File: src/rtl/sfu_pkg.sv
package sfu_pkg;
  typedef struct packed {
    logic load;
    logic takeWord;
    logic takeByte;
  } strobe_t;

  typedef enum logic [2:0] {
    ST_IDLE,
    ST_INIT,
    ST_FETCH,
    ST_RUN,
    ST_FIN
  } state_t;
endpackage

File: src/rtl/sfu_datapath.sv
module sfu_datapath #(
  parameter int LEN_W  = 32,
  parameter int WORD_W = 32
) (
  input  logic                 clk,
  input  logic                 rstN,
  input  sfu_pkg::strobe_t     strobe,
  input  logic [127:0]         keyIn,
  input  logic [31:0]          countIn,
  input  logic [4:0]           bearerIn,
  input  logic                 dirIn,
  input  logic [LEN_W-1:0]     bitLen,
  input  logic [WORD_W-1:0]    ksWord,
  input  logic [7:0]           inData,
  output logic [127:0]         keyWords,
  output logic [127:0]         ivWords,
  output logic [7:0]           outData,
  output logic                 lenZero,
  output logic                 lastByte,
  output logic                 wordEnd
);
  localparam int BYTES_PER_WORD = WORD_W / 8;
  localparam int IDX_W  = (BYTES_PER_WORD > 1) ? $clog2(BYTES_PER_WORD) : 1;
  localparam int CNT_W  = LEN_W - 2;

  logic [127:0]        keyReg;
  logic [31:0]         countReg;
  logic [4:0]          bearerReg;
  logic                dirReg;
  logic [2:0]          tailBits;
  logic [CNT_W-1:0]    bytesLeft;
  logic [WORD_W-1:0]   wordReg;
  logic [IDX_W-1:0]    byteIdx;
  logic [CNT_W-1:0]    bytesNeeded;
  logic [7:0]          tailMask;
  logic [7:0]          ksByte;
  logic [31:0]         ivMid;

  // round the bit length up to whole bytes
  assign bytesNeeded = {2'b00, bitLen[LEN_W-1:3]} + CNT_W'(|bitLen[2:0]);

  always_ff @(posedge clk or negedge rstN) begin
    if (!rstN) begin
      keyReg    <= '0;
      countReg  <= '0;
      bearerReg <= '0;
      dirReg    <= 1'b0;
      tailBits  <= '0;
      bytesLeft <= '0;
      wordReg   <= '0;
      byteIdx   <= '0;
    end else begin
      if (strobe.load) begin
        keyReg    <= keyIn;
        countReg  <= countIn;
        bearerReg <= bearerIn;
        dirReg    <= dirIn;
        tailBits  <= bitLen[2:0];
        bytesLeft <= bytesNeeded;
      end
      if (strobe.takeWord) begin
        wordReg <= ksWord;
        byteIdx <= '0;
      end else if (strobe.takeByte) begin
        wordReg   <= wordReg << 8;
        byteIdx   <= byteIdx + 1'b1;
        bytesLeft <= bytesLeft - 1'b1;
      end
    end
  end

  // Word n of the key (n = 3-i) is key bytes 4i..4i+3 big-endian; with key
  // byte 0 held at the top of keyReg this is the register taken in order.
  for (genvar i = 0; i < 4; i++) begin : gKeyWord
    assign keyWords[32*(3-i) +: 32] = keyReg[127-32*i -: 32];
  end

  assign ivMid   = {bearerReg, dirReg, 26'd0};
  assign ivWords = {countReg, ivMid, countReg, ivMid};

  assign ksByte   = wordReg[WORD_W-1 -: 8];
  assign tailMask = (tailBits == 3'd0) ? 8'hFF : ~(8'hFF >> tailBits);
  assign outData  = (inData ^ ksByte) & (lastByte ? tailMask : 8'hFF);

  assign lenZero  = (bitLen == '0);
  assign lastByte = (bytesLeft == CNT_W'(1));
  assign wordEnd  = (byteIdx == IDX_W'(BYTES_PER_WORD - 1));
endmodule

File: src/rtl/sfu_ctrl.sv
module sfu_ctrl (
  input  logic              clk,
  input  logic              rstN,
  input  logic              loadValid,
  input  logic              inValid,
  input  logic              outReady,
  input  logic              ksValid,
  input  logic              lenZero,
  input  logic              lastByte,
  input  logic              wordEnd,
  output sfu_pkg::strobe_t  strobe,
  output logic              loadReady,
  output logic              genStart,
  output logic              ksReq,
  output logic              inReady,
  output logic              outValid,
  output logic              done
);
  import sfu_pkg::*;

  state_t state, stateNext;
  logic   byteGo;

  assign loadReady = (state == ST_IDLE);
  assign genStart  = (state == ST_INIT);
  assign ksReq     = (state == ST_FETCH);
  assign inReady   = (state == ST_RUN) && outReady;
  assign outValid  = (state == ST_RUN) && inValid;
  assign done      = (state == ST_FIN);
  assign byteGo    = (state == ST_RUN) && inValid && outReady;

  assign strobe.load     = loadValid && loadReady;
  assign strobe.takeWord = ksReq && ksValid;
  assign strobe.takeByte = byteGo;

  always_comb begin
    stateNext = state;
    unique case (state)
      ST_IDLE:  if (loadValid) stateNext = lenZero ? ST_FIN : ST_INIT;
      ST_INIT:  stateNext = ST_FETCH;
      ST_FETCH: if (ksValid) stateNext = ST_RUN;
      ST_RUN:   if (byteGo) begin
                  if (lastByte)     stateNext = ST_FIN;
                  else if (wordEnd) stateNext = ST_FETCH;
                end
      ST_FIN:   stateNext = ST_IDLE;
      default:  stateNext = ST_IDLE;
    endcase
  end

  always_ff @(posedge clk or negedge rstN) begin
    if (!rstN) state <= ST_IDLE;
    else       state <= stateNext;
  end
endmodule

File: src/rtl/stream_cipher_framer.sv
module stream_cipher_framer #(
  parameter int LEN_W  = 32,
  parameter int WORD_W = 32
) (
  input  logic              clk,
  input  logic              rstN,
  input  logic              loadValid,
  output logic              loadReady,
  input  logic [127:0]      keyIn,
  input  logic [31:0]       countIn,
  input  logic [4:0]        bearerIn,
  input  logic              dirIn,
  input  logic [LEN_W-1:0]  bitLen,
  output logic [127:0]      keyWords,
  output logic [127:0]      ivWords,
  output logic              genStart,
  output logic              ksReq,
  input  logic              ksValid,
  input  logic [WORD_W-1:0] ksWord,
  input  logic              inValid,
  output logic              inReady,
  input  logic [7:0]        inData,
  output logic              outValid,
  input  logic              outReady,
  output logic [7:0]        outData,
  output logic              done
);
  sfu_pkg::strobe_t strobe;
  logic lenZero, lastByte, wordEnd;

  sfu_ctrl ctrl_i (
    .clk(clk), .rstN(rstN), .loadValid(loadValid), .inValid(inValid),
    .outReady(outReady), .ksValid(ksValid), .lenZero(lenZero),
    .lastByte(lastByte), .wordEnd(wordEnd), .strobe(strobe),
    .loadReady(loadReady), .genStart(genStart), .ksReq(ksReq),
    .inReady(inReady), .outValid(outValid), .done(done)
  );

  sfu_datapath #(.LEN_W(LEN_W), .WORD_W(WORD_W)) dp_i (
    .clk(clk), .rstN(rstN), .strobe(strobe), .keyIn(keyIn),
    .countIn(countIn), .bearerIn(bearerIn), .dirIn(dirIn), .bitLen(bitLen),
    .ksWord(ksWord), .inData(inData), .keyWords(keyWords),
    .ivWords(ivWords), .outData(outData), .lenZero(lenZero),
    .lastByte(lastByte), .wordEnd(wordEnd)
  );
endmodule

File: config.mk
export PLATFORM = sky130hd
export DESIGN_NAME = stream_cipher_framer
export DESIGN_NICKNAME = d
export VERILOG_FILES = /design/src/rtl/sfu_pkg.sv /design/src/rtl/sfu_datapath.sv /design/src/rtl/sfu_ctrl.sv /design/src/rtl/stream_cipher_framer.sv
export SDC_FILE = /design/constraint.sdc
export NUM_CORES = 1
export LEC_CHECK = 0
export BUFFER_PORTS_ARGS = -buffer_cell sky130_fd_sc_hd__buf_2
export CAP_MARGIN = 20
export CORE_AREA = 5 5 194 196
export DETAILED_ROUTE_END_ITERATION = 8
export DIE_AREA = 0 0 199 201
export PLACE_DENSITY = 0.65
export RECOVER_POWER = 50
export SYNTH_ARGS = -nofsm -noshare
export SYNTH_HDL_FRONTEND = slang
export SYNTH_SLANG_ARGS = --single-unit
File: constraint.sdc
create_clock -name clk -period 1.99 [get_ports clk]
set_clock_uncertainty 0.1 [all_clocks]
set_input_delay 0.398 -clock clk [delete_from_list [all_inputs] [get_ports clk]]
set_output_delay 0.398 -clock clk [all_outputs]
set_load 0.02 [all_outputs]
### Word-level counts from Yosys, hierarchy flattened

Cells that the tools add are included.

* output and inout port bits: 270
* bits in registers: 236
* bits in latches: 0
* memories kept: 0
* memory bits (read-only): 0
* input bits: 244
* word-level logic and storage cells: 53
* RAM bits: 0

* reductions and logical operators: 11
* multipliers: 0
* divide/modulo/power cells: 0
* magnitude comparators: 0
* bitwise operators: 3
* add/sub/neg operators: 3
* muxes and demuxes: 16
* shift operators: 1
* equal/unequal tests: 10

Operator list (number)
* $mux W30: 3
* $mux W32: 2
* $logic_not A32 Y1: 1
* $add A29 B1 Y30: 1
* $eq A30 B1 Y1 const B: 1
* $sub A30 B1 Y30 const B: 1
* $mux W3: 6
* $mux W8: 2
* $pmux W3 S4: 1
* $and A8 B8 Y8: 1
* $not A8 Y8: 1
* $shr A8 B3 Y8 const A: 1
* $xor A8 B8 Y8: 1
* $eq A3 B2 Y1 const B: 2
* $logic_not A3 Y1: 2
* $logic_and A1 B1 Y1: 5
* $mux W2: 2
* $ne A2 B2 Y1 const B: 2
* $reduce_and A4 Y1: 1
* $eq A3 B1 Y1 const B: 1
* $eq A3 B3 Y1 const B: 1
* $ne A3 B1 Y1 const B: 1
* $reduce_or A3 Y1: 1
* $add A2 B1 Y2 const B: 1
* other kinds (3): 3

### Depth between registers and ports, before layout

Gate-level depths: netlist (run 1).

* depth after elaboration: 5
* depth in mapped cells: 9
* depth with buffers taken out: 8

### Hierarchy

A second synthesis (run 1) with hierarchy kept.

* cells, all modules: 955
* area total of the unflattened synthesis: 11375.9 um^2

Modules (own cells, without submodules)
* sfu_datapath: area an instance 11103.1 um^2, cells an instance 923, times used 1, sequential area each 5830.6 um^2
* sfu_ctrl: area an instance 272.8 um^2, cells an instance 32, times used 1, sequential area each 75.1 um^2

### Worst setup path before layout (run 1)

OpenSTA, ideal clock, no wires.

* kind: in2reg
* start point: in bitLen[1]
* end point: reg dp_i.bytesLeft[28]
* arrival time: 2.123 ns
* buffers on the path: 0
* stages on the path: 8
* slack: -0.326 ns
* library setup time: 0.094 ns
* cells stage by stage: or3_1 ha_1 ha_1 nand4_1 nor4_4 or4b_1 xor2_1 a211oi_1

* cells in the longest elaborated chain, start to end: 5

RTL lines
* from (decl): line stream_cipher_framer.sv:13 `input logic [LEN_W-1:0] bitLen,`
* $reduce_or A3 Y1 (*): line sfu_datapath.sv:40 `assign bytesNeeded = {2'b00, bitLen[LEN_W-1:3]} + CNT_W'(|bitLen[2:0]);`
* $add A29 B1 Y30 (*): line sfu_datapath.sv:40
* $mux W30 (*): line sfu_datapath.sv:53 `if (strobe.load) begin`
* $mux W30: line sfu_datapath.sv:64 `end else if (strobe.takeByte) begin`
* $mux W30 (*): line sfu_datapath.sv:61 `if (strobe.takeWord) begin`
* to (signal assigned): line sfu_datapath.sv:59 `bytesLeft <= bytesNeeded;`
* to (signal assigned): line sfu_datapath.sv:67 `bytesLeft <= bytesLeft - 1'b1;`
* to (decl): line sfu_datapath.sv:31 `logic [CNT_W-1:0] bytesLeft;`

Every way passes the cells marked *; elsewhere a longest branch is shown, timed or not.
A chain may end at the register's enable or synchronous reset.

### Worst setup path in the final report (run 1)

* start point: reg dp_i.bytesLeft[27]
* end point: out outData[6]

* cells in the longest elaborated chain, start to end: 3

RTL lines
* $eq A30 B1 Y1: line sfu_datapath.sv:86 `assign lastByte = (bytesLeft == CNT_W'(1));`
* $mux W8: line sfu_datapath.sv:83 `assign outData = (inData ^ ksByte) & (lastByte ? tailMask : 8'hFF);`
* $and A8 B8 Y8: line sfu_datapath.sv:83
* to (decl): line stream_cipher_framer.sv:25 `output logic [7:0] outData,`

Every way passes these cells.

==> flow_summary.json, run 1 <==
{
  "outcome": "finished with violations",
  "violations": "negative setup slack",
  "cts_buffers": 27,
  "postLayoutCellArea_um2": 18300,
  "path_cells": "or4_4 > nor4_4 > nand4_1 > buf_6 > nor4_2 > nor2_1 > buf_2",
  "io_pins": 514,
  "dr.pass1.iters": 6,
  "fin_crit_ps": 2880,
  "cts_root_buffer": "clkbuf_16",
  "drv_slew": 0,
  "ys.flop_type": "dfrtp_1",
  "syn_inst": 1317,
  "ys_seq_area_share_pct": 52.3,
  "insertion_delay_ps": 540,
  "die_height_um": 201,
  "cp_max_fo": 5,
  "synth_area_leader_cell": "dfrtp_1",
  "h-tree-depth": 1,
  "area_delta_synth_final_pct": 62.1,
  "syn_area_um2": 11300,
  "wl_met2_mm": 21.6,
  "drtIter0Drc": 721,
  "drt-met1-wl_mm": 17.8,
  "path_class": "register to primary output",
  "wl_per_cell_um": 17.3,
  "die_w_um": 199,
  "antenna_found_initial": 1,
  "setup_ws_ps": -888,
  "drive_gt1_share_pct": 31.9,
  "placed_cells": 2286,
  "p_leak_nw": 9.46,
  "synth_warnings": 0,
  "ys_seq_elements": 236,
  "drt-total-wl_mm": 44.2,
  "async_flop_share_pct": 100,
  "synthTopCellsByArea": "dfrtp_1, nand2_1, buf_4, a22oi_1, clkbuf_1",
  "rows": 70,
  "slowest_delay_ps": 560,
  "wl_met3_mm": 3.34,
  "place.gp.congestion": 0.911,
  "grt_use_total_pct": 20.5,
  "powerDensity_nw_per_um2": 897,
  "fin_util_pct": 51.0,
  "synth_edf_count": 0,
  "hp-class": "input port to register",
  "place_area_um2": 14800,
  "place_ws_ps": -444,
  "tightest_slew_ps": 1330,
  "via_per_inst": 4.73,
  "cp-end-kind": "primary output",
  "syn_avg_cell_area_um2": 8.58,
  "finalNetCount": 2323,
  "power_mw": 16.4,
  "grt_pass1_vias": 12600,
  "critPathSlowestCell": "or4_4",
  "required_ps": 1490,
  "synth.distinct_cells": 61,
  "tns_ps": -7620,
  "startpoint_type": "register",
  "min_period_over_period_pct": 145,
  "top_layer": "met4",
  "dp.final_hpwl_mm": 30.0,
  "grt_max_degree": 58,
  "clock-sinks": 236,
  "final_hold_viol_count": 0,
  "num_vias": 12100,
  "final_cells": 2559,
  "cts_tree": "built",
  "drc": 0,
  "synth_top_area_share_pct": 52.3,
  "ant_nets": 0,
  "start_util_pct": 31.5,
  "cts.clk_slew.worst_paths_ps": 60,
  "worst_ep_arrival_time_ps": 2380,
  "fmax_mhz": 347,
  "placeableCoreArea_um2": 35900,
  "grt_overflow": 0,
  "holdWs_ps": 21.7,
  "peakVddDrop_v": 0.000654,
  "dieArea_um2": 40000,
  "grt_first_pass_wirelength_mm": 66.9,
  "grt_setup_unrepaired": "true",
  "io_buffers": 461,
  "clockBufferDepth": 3,
  "setup_viol": 25,
  "timing.slew.headroom_pct": 11.6,
  "max_cap_violations": 0
}
[layer usage]
| metal | global-route usage [%] | up-vias |
|---|---|---|
| li1 | - | 5649 |
| met1 | 26.1 | 5773 |
| met2 | 35.0 | 575 |
| met3 | 3.52 | 104 |
| met4 | 7.50 | 0 |
| met5 | 0 | - |
[flip-flops by register name (all words and copies together), names as in the netlist]
signal          cells
dp_i.bearerReg      5
dp_i.tailBits       3
dp_i.keyWords     128
dp_i.wordReg       32
dp_i.bytesLeft     30
dp_i.dirReg         1
ctrl_i.state        3
dp_i.countReg      32
dp_i.byteIdx        2
[worst max-delay path, delay by kind of cell, from the launching register on]
family                 cells  cell delay [ps]
buffers and inverters      2              340
AND/OR/NAND/NOR            5             1100
flip-flops                 1              390
[layout make-up]
cell class              count  area, um^2
well taps                 468         586
repair buffers            829        5790
fillers                  3215       17600
clock buffers              40         815
multi-input cells         969        5060
diodes                      1        2.50
clock inverters             8         125
inverters                   8        30.0
flip-flops and latches    236        5910
[placed cells by master (no fill, tap or decap), types with 4 or more instances in the layout]
master / n
nand2_1: 595
buf_2: 361
dfrtp_1: 235
dlygate4sd3_1: 196
buf_4: 129
clkbuf_1: 95
conb_1: 52
nor2_1: 35
buf_6: 31
clkbuf_16: 30
a22oi_1: 25
xor2_1: 19
xnor2_1: 17
o21ai_0: 16
nand4_1: 14
nor3_1: 13
a21oi_1: 13
nand3_1: 12
buf_12: 10
nor4_1: 9
clkbuf_8: 9
inv_1: 7
nor4_4: 7
and3_1: 6
nor2_4: 6
a21oi_2: 6
a211oi_1: 5
or3_1: 5
a211oi_2: 5
o211ai_1: 5
ha_1: 5
nor4_2: 4
or4_4: 4
and2_1: 4
a211o_1: 4
[logic make-up (layout without fill, tap and decap cells)]
family          after synthesis  after routing  share of synthesized area, %
compound gates              108            108                          6.52
xor+xnor                     36             36                          2.79
fa+ha+maj                     8              8                         0.886
buf+inv                     163            885                          8.53
flops                       236            236                          52.3
mux                           3              3                         0.299
other cells                   1             53                        0.0332
simple gates                762            762                          28.7
[cells in the mapped netlist (2+ instances only)]
| cell | instances |
|---|---|
| o21a_1 | 2 |
| a211o_1 | 4 |
| buf_2 | 8 |
| nor3_1 | 17 |
| o22ai_1 | 3 |
| nand2_1 | 598 |
| and2_1 | 8 |
| a31oi_1 | 2 |
| nor2_1 | 44 |
| nand3_1 | 17 |
| o211ai_1 | 5 |
| a21oi_1 | 19 |
| or3_1 | 7 |
| and3_1 | 6 |
| a311oi_1 | 4 |
| nor2b_1 | 3 |
| o21ai_0 | 19 |
| a211oi_1 | 11 |
| clkbuf_1 | 49 |
| inv_1 | 8 |
| a22oi_1 | 25 |
| nor4_1 | 16 |
| or4_1 | 6 |
| xor2_1 | 19 |
| dfrtp_1 | 236 |
| nor3b_1 | 4 |
| buf_1 | 7 |
| and4_1 | 3 |
| nand4_1 | 14 |
| buf_4 | 91 |
| a32oi_1 | 3 |
| mux2_2 | 3 |
| ha_1 | 8 |
| a221oi_1 | 2 |
| nand3b_1 | 2 |
| nor4_4 | 3 |
| xnor2_1 | 17 |
[path summary, 6_finish.rpt]
| path | startpoint | endpoint | slack (ps) | cells past startpoint |
|---|---|---|---|---|
| min reg2reg | dp_i.keyWords[81] | dp_i.keyWords[81] | 370 | 2 |
| max in group asynchronous | rstN | dp_i.bytesLeft[10] | 190 | 3 |
| max | dp_i.bytesLeft[27] | outData[6] | -890 | 7 |
| max reg2reg | dp_i.bytesLeft[10] | dp_i.bytesLeft[16] | -310 | 5 |
| min | keyIn[78] | dp_i.keyWords[78] | 20 | 3 |
| min in group asynchronous | rstN | dp_i.wordReg[14] | 610 | 2 |
[power by group]
group	switching, mW	internal (mW)	leakage, nW	total [mW]
registers	0.621	5.73	2.97	6.35
logic	2.89	1.95	6.03	4.84
clock network	2.03	3.21	0.462	5.24
total	5.54	10.9	9.46	16.4
[repair_timing]
action / CTS / global route
setup endpoints to repair: 34 / 75
setup buffers: 9 / 18
hold buffers: 196 / 0
endpoints found under the hold margin: 231 / 0
pin swaps: 13 / 35
gates cloned: 0 / 3
gates resized for setup: 52 / 64
Note: power is estimated with default switching activity, not from simulation.
==> run 2, diff against run 1 <==
- ABC_AREA: default -> 1
- CORE_AREA: 5 5 194 196 -> 5 5 199 201
- DIE_AREA: 0 0 199 201 -> 0 0 204 206
- clock period: 1.99 -> 2.6 ns (I/O delays scaled with it)
==> run 2 against run 1 <==
The flow still finishes with violations (negative setup slack). Critical path type unchanged. Utilization fell by 9.3 points. Register-to-register slack improved by 790 ps. Routed wire length is 2.7% lower. Clock-buffer cell count down 3. Sequential share of layout area is 5.6 points higher. Flip-flop and latch count unchanged. Largest cell class unchanged. Combinational power is 48% higher. Cell count is 2.0% higher. Global-route usage fell by 1.4 points.
==> flow_summary.json, run 2 <==
{
  "start_util_pct": 32.6,
  "place_area_um2": 14500,
  "violations": "negative setup slack",
  "io_buffers": 461,
  "largest_reg_flops": 128,
  "fin_crit_ps": 2670,
  "fmax_mhz": 375,
  "setup_ws_ps": -66.9,
  "timing.slew.headroom_pct": 25.2,
  "layout_commonest_cell": "nand2_1",
  "ys_seq_elements": 236,
  "peakVddDrop_v": 0.000556,
  "clock-sinks": 236,
  "drt-total-wl_mm": 43.0,
  "die_w_um": 204,
  "num_vias": 11800,
  "startpoint_type": "register",
  "cp_top_family": "simple AND/OR/NAND/NOR gates",
  "synthTopCellsByArea": "dfrtp_1, nand2_1, buf_4, nor2_1, inv_1",
  "final_cell_mix": "nand2_1, buf_2, dfrtp_1",
  "tns_ps": -164,
  "drtIter0Drc": 661,
  "setup_viol": 6,
  "clockBufferDepth": 3,
  "synth_edf_count": 0,
  "seqPwrFrac_pct": 36.6,
  "ys.flop_type": "dfrtp_1",
  "final_cells": 2611,
  "finalNetCount": 2328,
  "ys_seq_area_share_pct": 48.5,
  "cts.clk_slew.worst_paths_ps": 60,
  "cts_tree": "built",
  "critPathSlowestCell": "dfrtp_1",
  "powerDensity_nw_per_um2": 1120,
  "path_class": "register to primary output",
  "syn_area_um2": 12200,
  "cp_max_fo": 4,
  "holdWs_ps": 67.1,
  "fillers": 3916,
  "min_period_over_period_pct": 103,
  "drc": 0,
  "ff_latch_area_um2": 5910,
  "max_cap_violations": 0,
  "synth_warnings": 0,
  "crit_buf_inv": 2,
  "placeableCoreArea_um2": 37400,
  "dieArea_um2": 42000,
  "multi_input_area_um2": 5180,
  "grt_use_total_pct": 19.1,
  "yosysMostFrequentCell": "nand2_1",
  "via_per_inst": 4.54,
  "path_cells": "nor2_2 > nand2_2 > nor2_4 > nand2_2 > nor3_2 > buf_4 > a21oi_1 > buf_4",
  "synth_area_leader_cell": "dfrtp_1",
  "grt_first_pass_wirelength_mm": 64.5,
  "placed_cells": 2532,
  "syn_inst": 1641,
  "drv_slew": 0,
  "synth.distinct_cells": 36,
  "cts_root_buffer": "clkbuf_16",
  "grt_max_degree": 119,
  "slowest_delay_ps": 410,
  "dp.final_hpwl_mm": 32.8,
  "grt_setup_unrepaired": "true",
  "antenna_found_initial": 13,
  "syn_avg_cell_area_um2": 7.43,
  "die_height_um": 206,
  "insertion_delay_ps": 550,
  "worst_ep_arrival_time_ps": 2050,
  "p_clk_share_pct": 22.4,
  "postLayoutCellArea_um2": 15600,
  "p_sw_share_pct": 43.5,
  "p_leak_nw": 8.46,
  "ant_nets": 0,
  "drive_gt1_share_pct": 23.7,
  "synth_commonest_cells": "nand2_1, dfrtp_1, nor2_1",
  "rows": 71,
  "grt_overflow": 0,
  "required_ps": 1980,
  "final_hold_viol_count": 0,
  "dr.pass1.iters": 5,
  "async_flop_share_pct": 100,
  "switchingPower_mw": 7.61,
  "place.gp.congestion": 0.901,
  "area_delta_synth_final_pct": 28.0,
  "io_pins": 514,
  "cp-end-kind": "primary output",
  "cts_buffers": 27,
  "hp-class": "input port to register",
  "intPower_mw": 9.89,
  "h-tree-depth": 1,
  "tightest_slew_ps": 1120,
  "outcome": "finished with violations",
  "grt_pass1_vias": 11500,
  "combPwrFrac_pct": 41.0,
  "synth_top_area_share_pct": 48.5,
  "place_ws_ps": 256,
  "wl_per_cell_um": 16.5
}
-- run 2: cell families after synthesis --
kind of cell               synth area share (%)
adders and majority gates                 0.821
other                                    0.0308
and+or+nand+nor                            33.2
DFF                                        48.5
xor gates and xnor gates                   1.29
AOI/OAI and AO/OA                          4.71
buffers and inverters                      11.5
-- run 2: worst paths after layout --
check,startpoint,to,slack (ps),cells past startpoint
min in group asynchronous,rstN,ctrl_i.state[0],630,2
max reg2reg,ctrl_i.state[0],dp_i.keyWords[55],480,7
max,dp_i.bytesLeft[24],outData[6],-70,8
max in group asynchronous,rstN,dp_i.countReg[23],310,3
min reg2reg,dp_i.keyWords[114],dp_i.keyWords[114],370,2
min,keyIn[9],dp_i.keyWords[9],70,3
-- run 2: cell type report --
cell class                 count  area share (%)
sequential                   236            37.9
multi-input combinational   1203            33.2
timing repair buffer         503            16.4
clock buffer                  37            4.76
tap                          511            4.10
inverter                     105            2.57
clock inverter                13            1.02
antenna                        3          0.0481
-- run 2: routing by layer --
metal | share of wire, % | GRT usage (%)
met4 | 3.1 | 6.03
met1 | 37 | 22.4
met2 | 52 | 35.1
met3 | 7.6 | 4.13
met5 | 0.27 | 0
-- run 2: timing repair --
action                                  in CTS  in global routing
pin swaps                                   13                 11
endpoints found under the hold margin       41                  0
buffers inserted                            20                  5
endpoints found under the setup margin       7                  7
hold buffers                                 1                  0
gates cloned                                 0                  0
gates resized for setup                     27                 16
-- run 2: power by group through the flow --
| stage | clock network, mW | registers [mW] | logic (mW) |
|---|---|---|---|
| final | 3.92 | 6.41 | 7.18 |
| after global routing | 4.17 | 6.61 | 7.89 |
| after CTS | 4.04 | 6.37 | 7.43 |
| after detailed placement | 0 | 6.42 | 7.11 |
| after global placement | 0 | 6.38 | 7.01 |
| after floorplan | 0 | 7.74 | 3.28 |
-- run 2: per-stage QoR --
stage | utilization (%) | power (mW)
2_1_floorplan | - | 11.0
3_3_place_gp | 38.9 | 13.4
3_5_place_dp | 38.9 | 13.5
4_1_cts | 41.9 | 17.8
5_1_grt | 41.7 | 18.7
6_report | 41.7 | 17.5
-- run 2: worst reg2reg max path: stages (launching register included) --
cell and delay (ps):
dfrtp_1 440, nor2_1 150, nand2_2 90, nor2_4 170, buf_12 420, buf_4 480, nand2_1 120, nand2_1 90
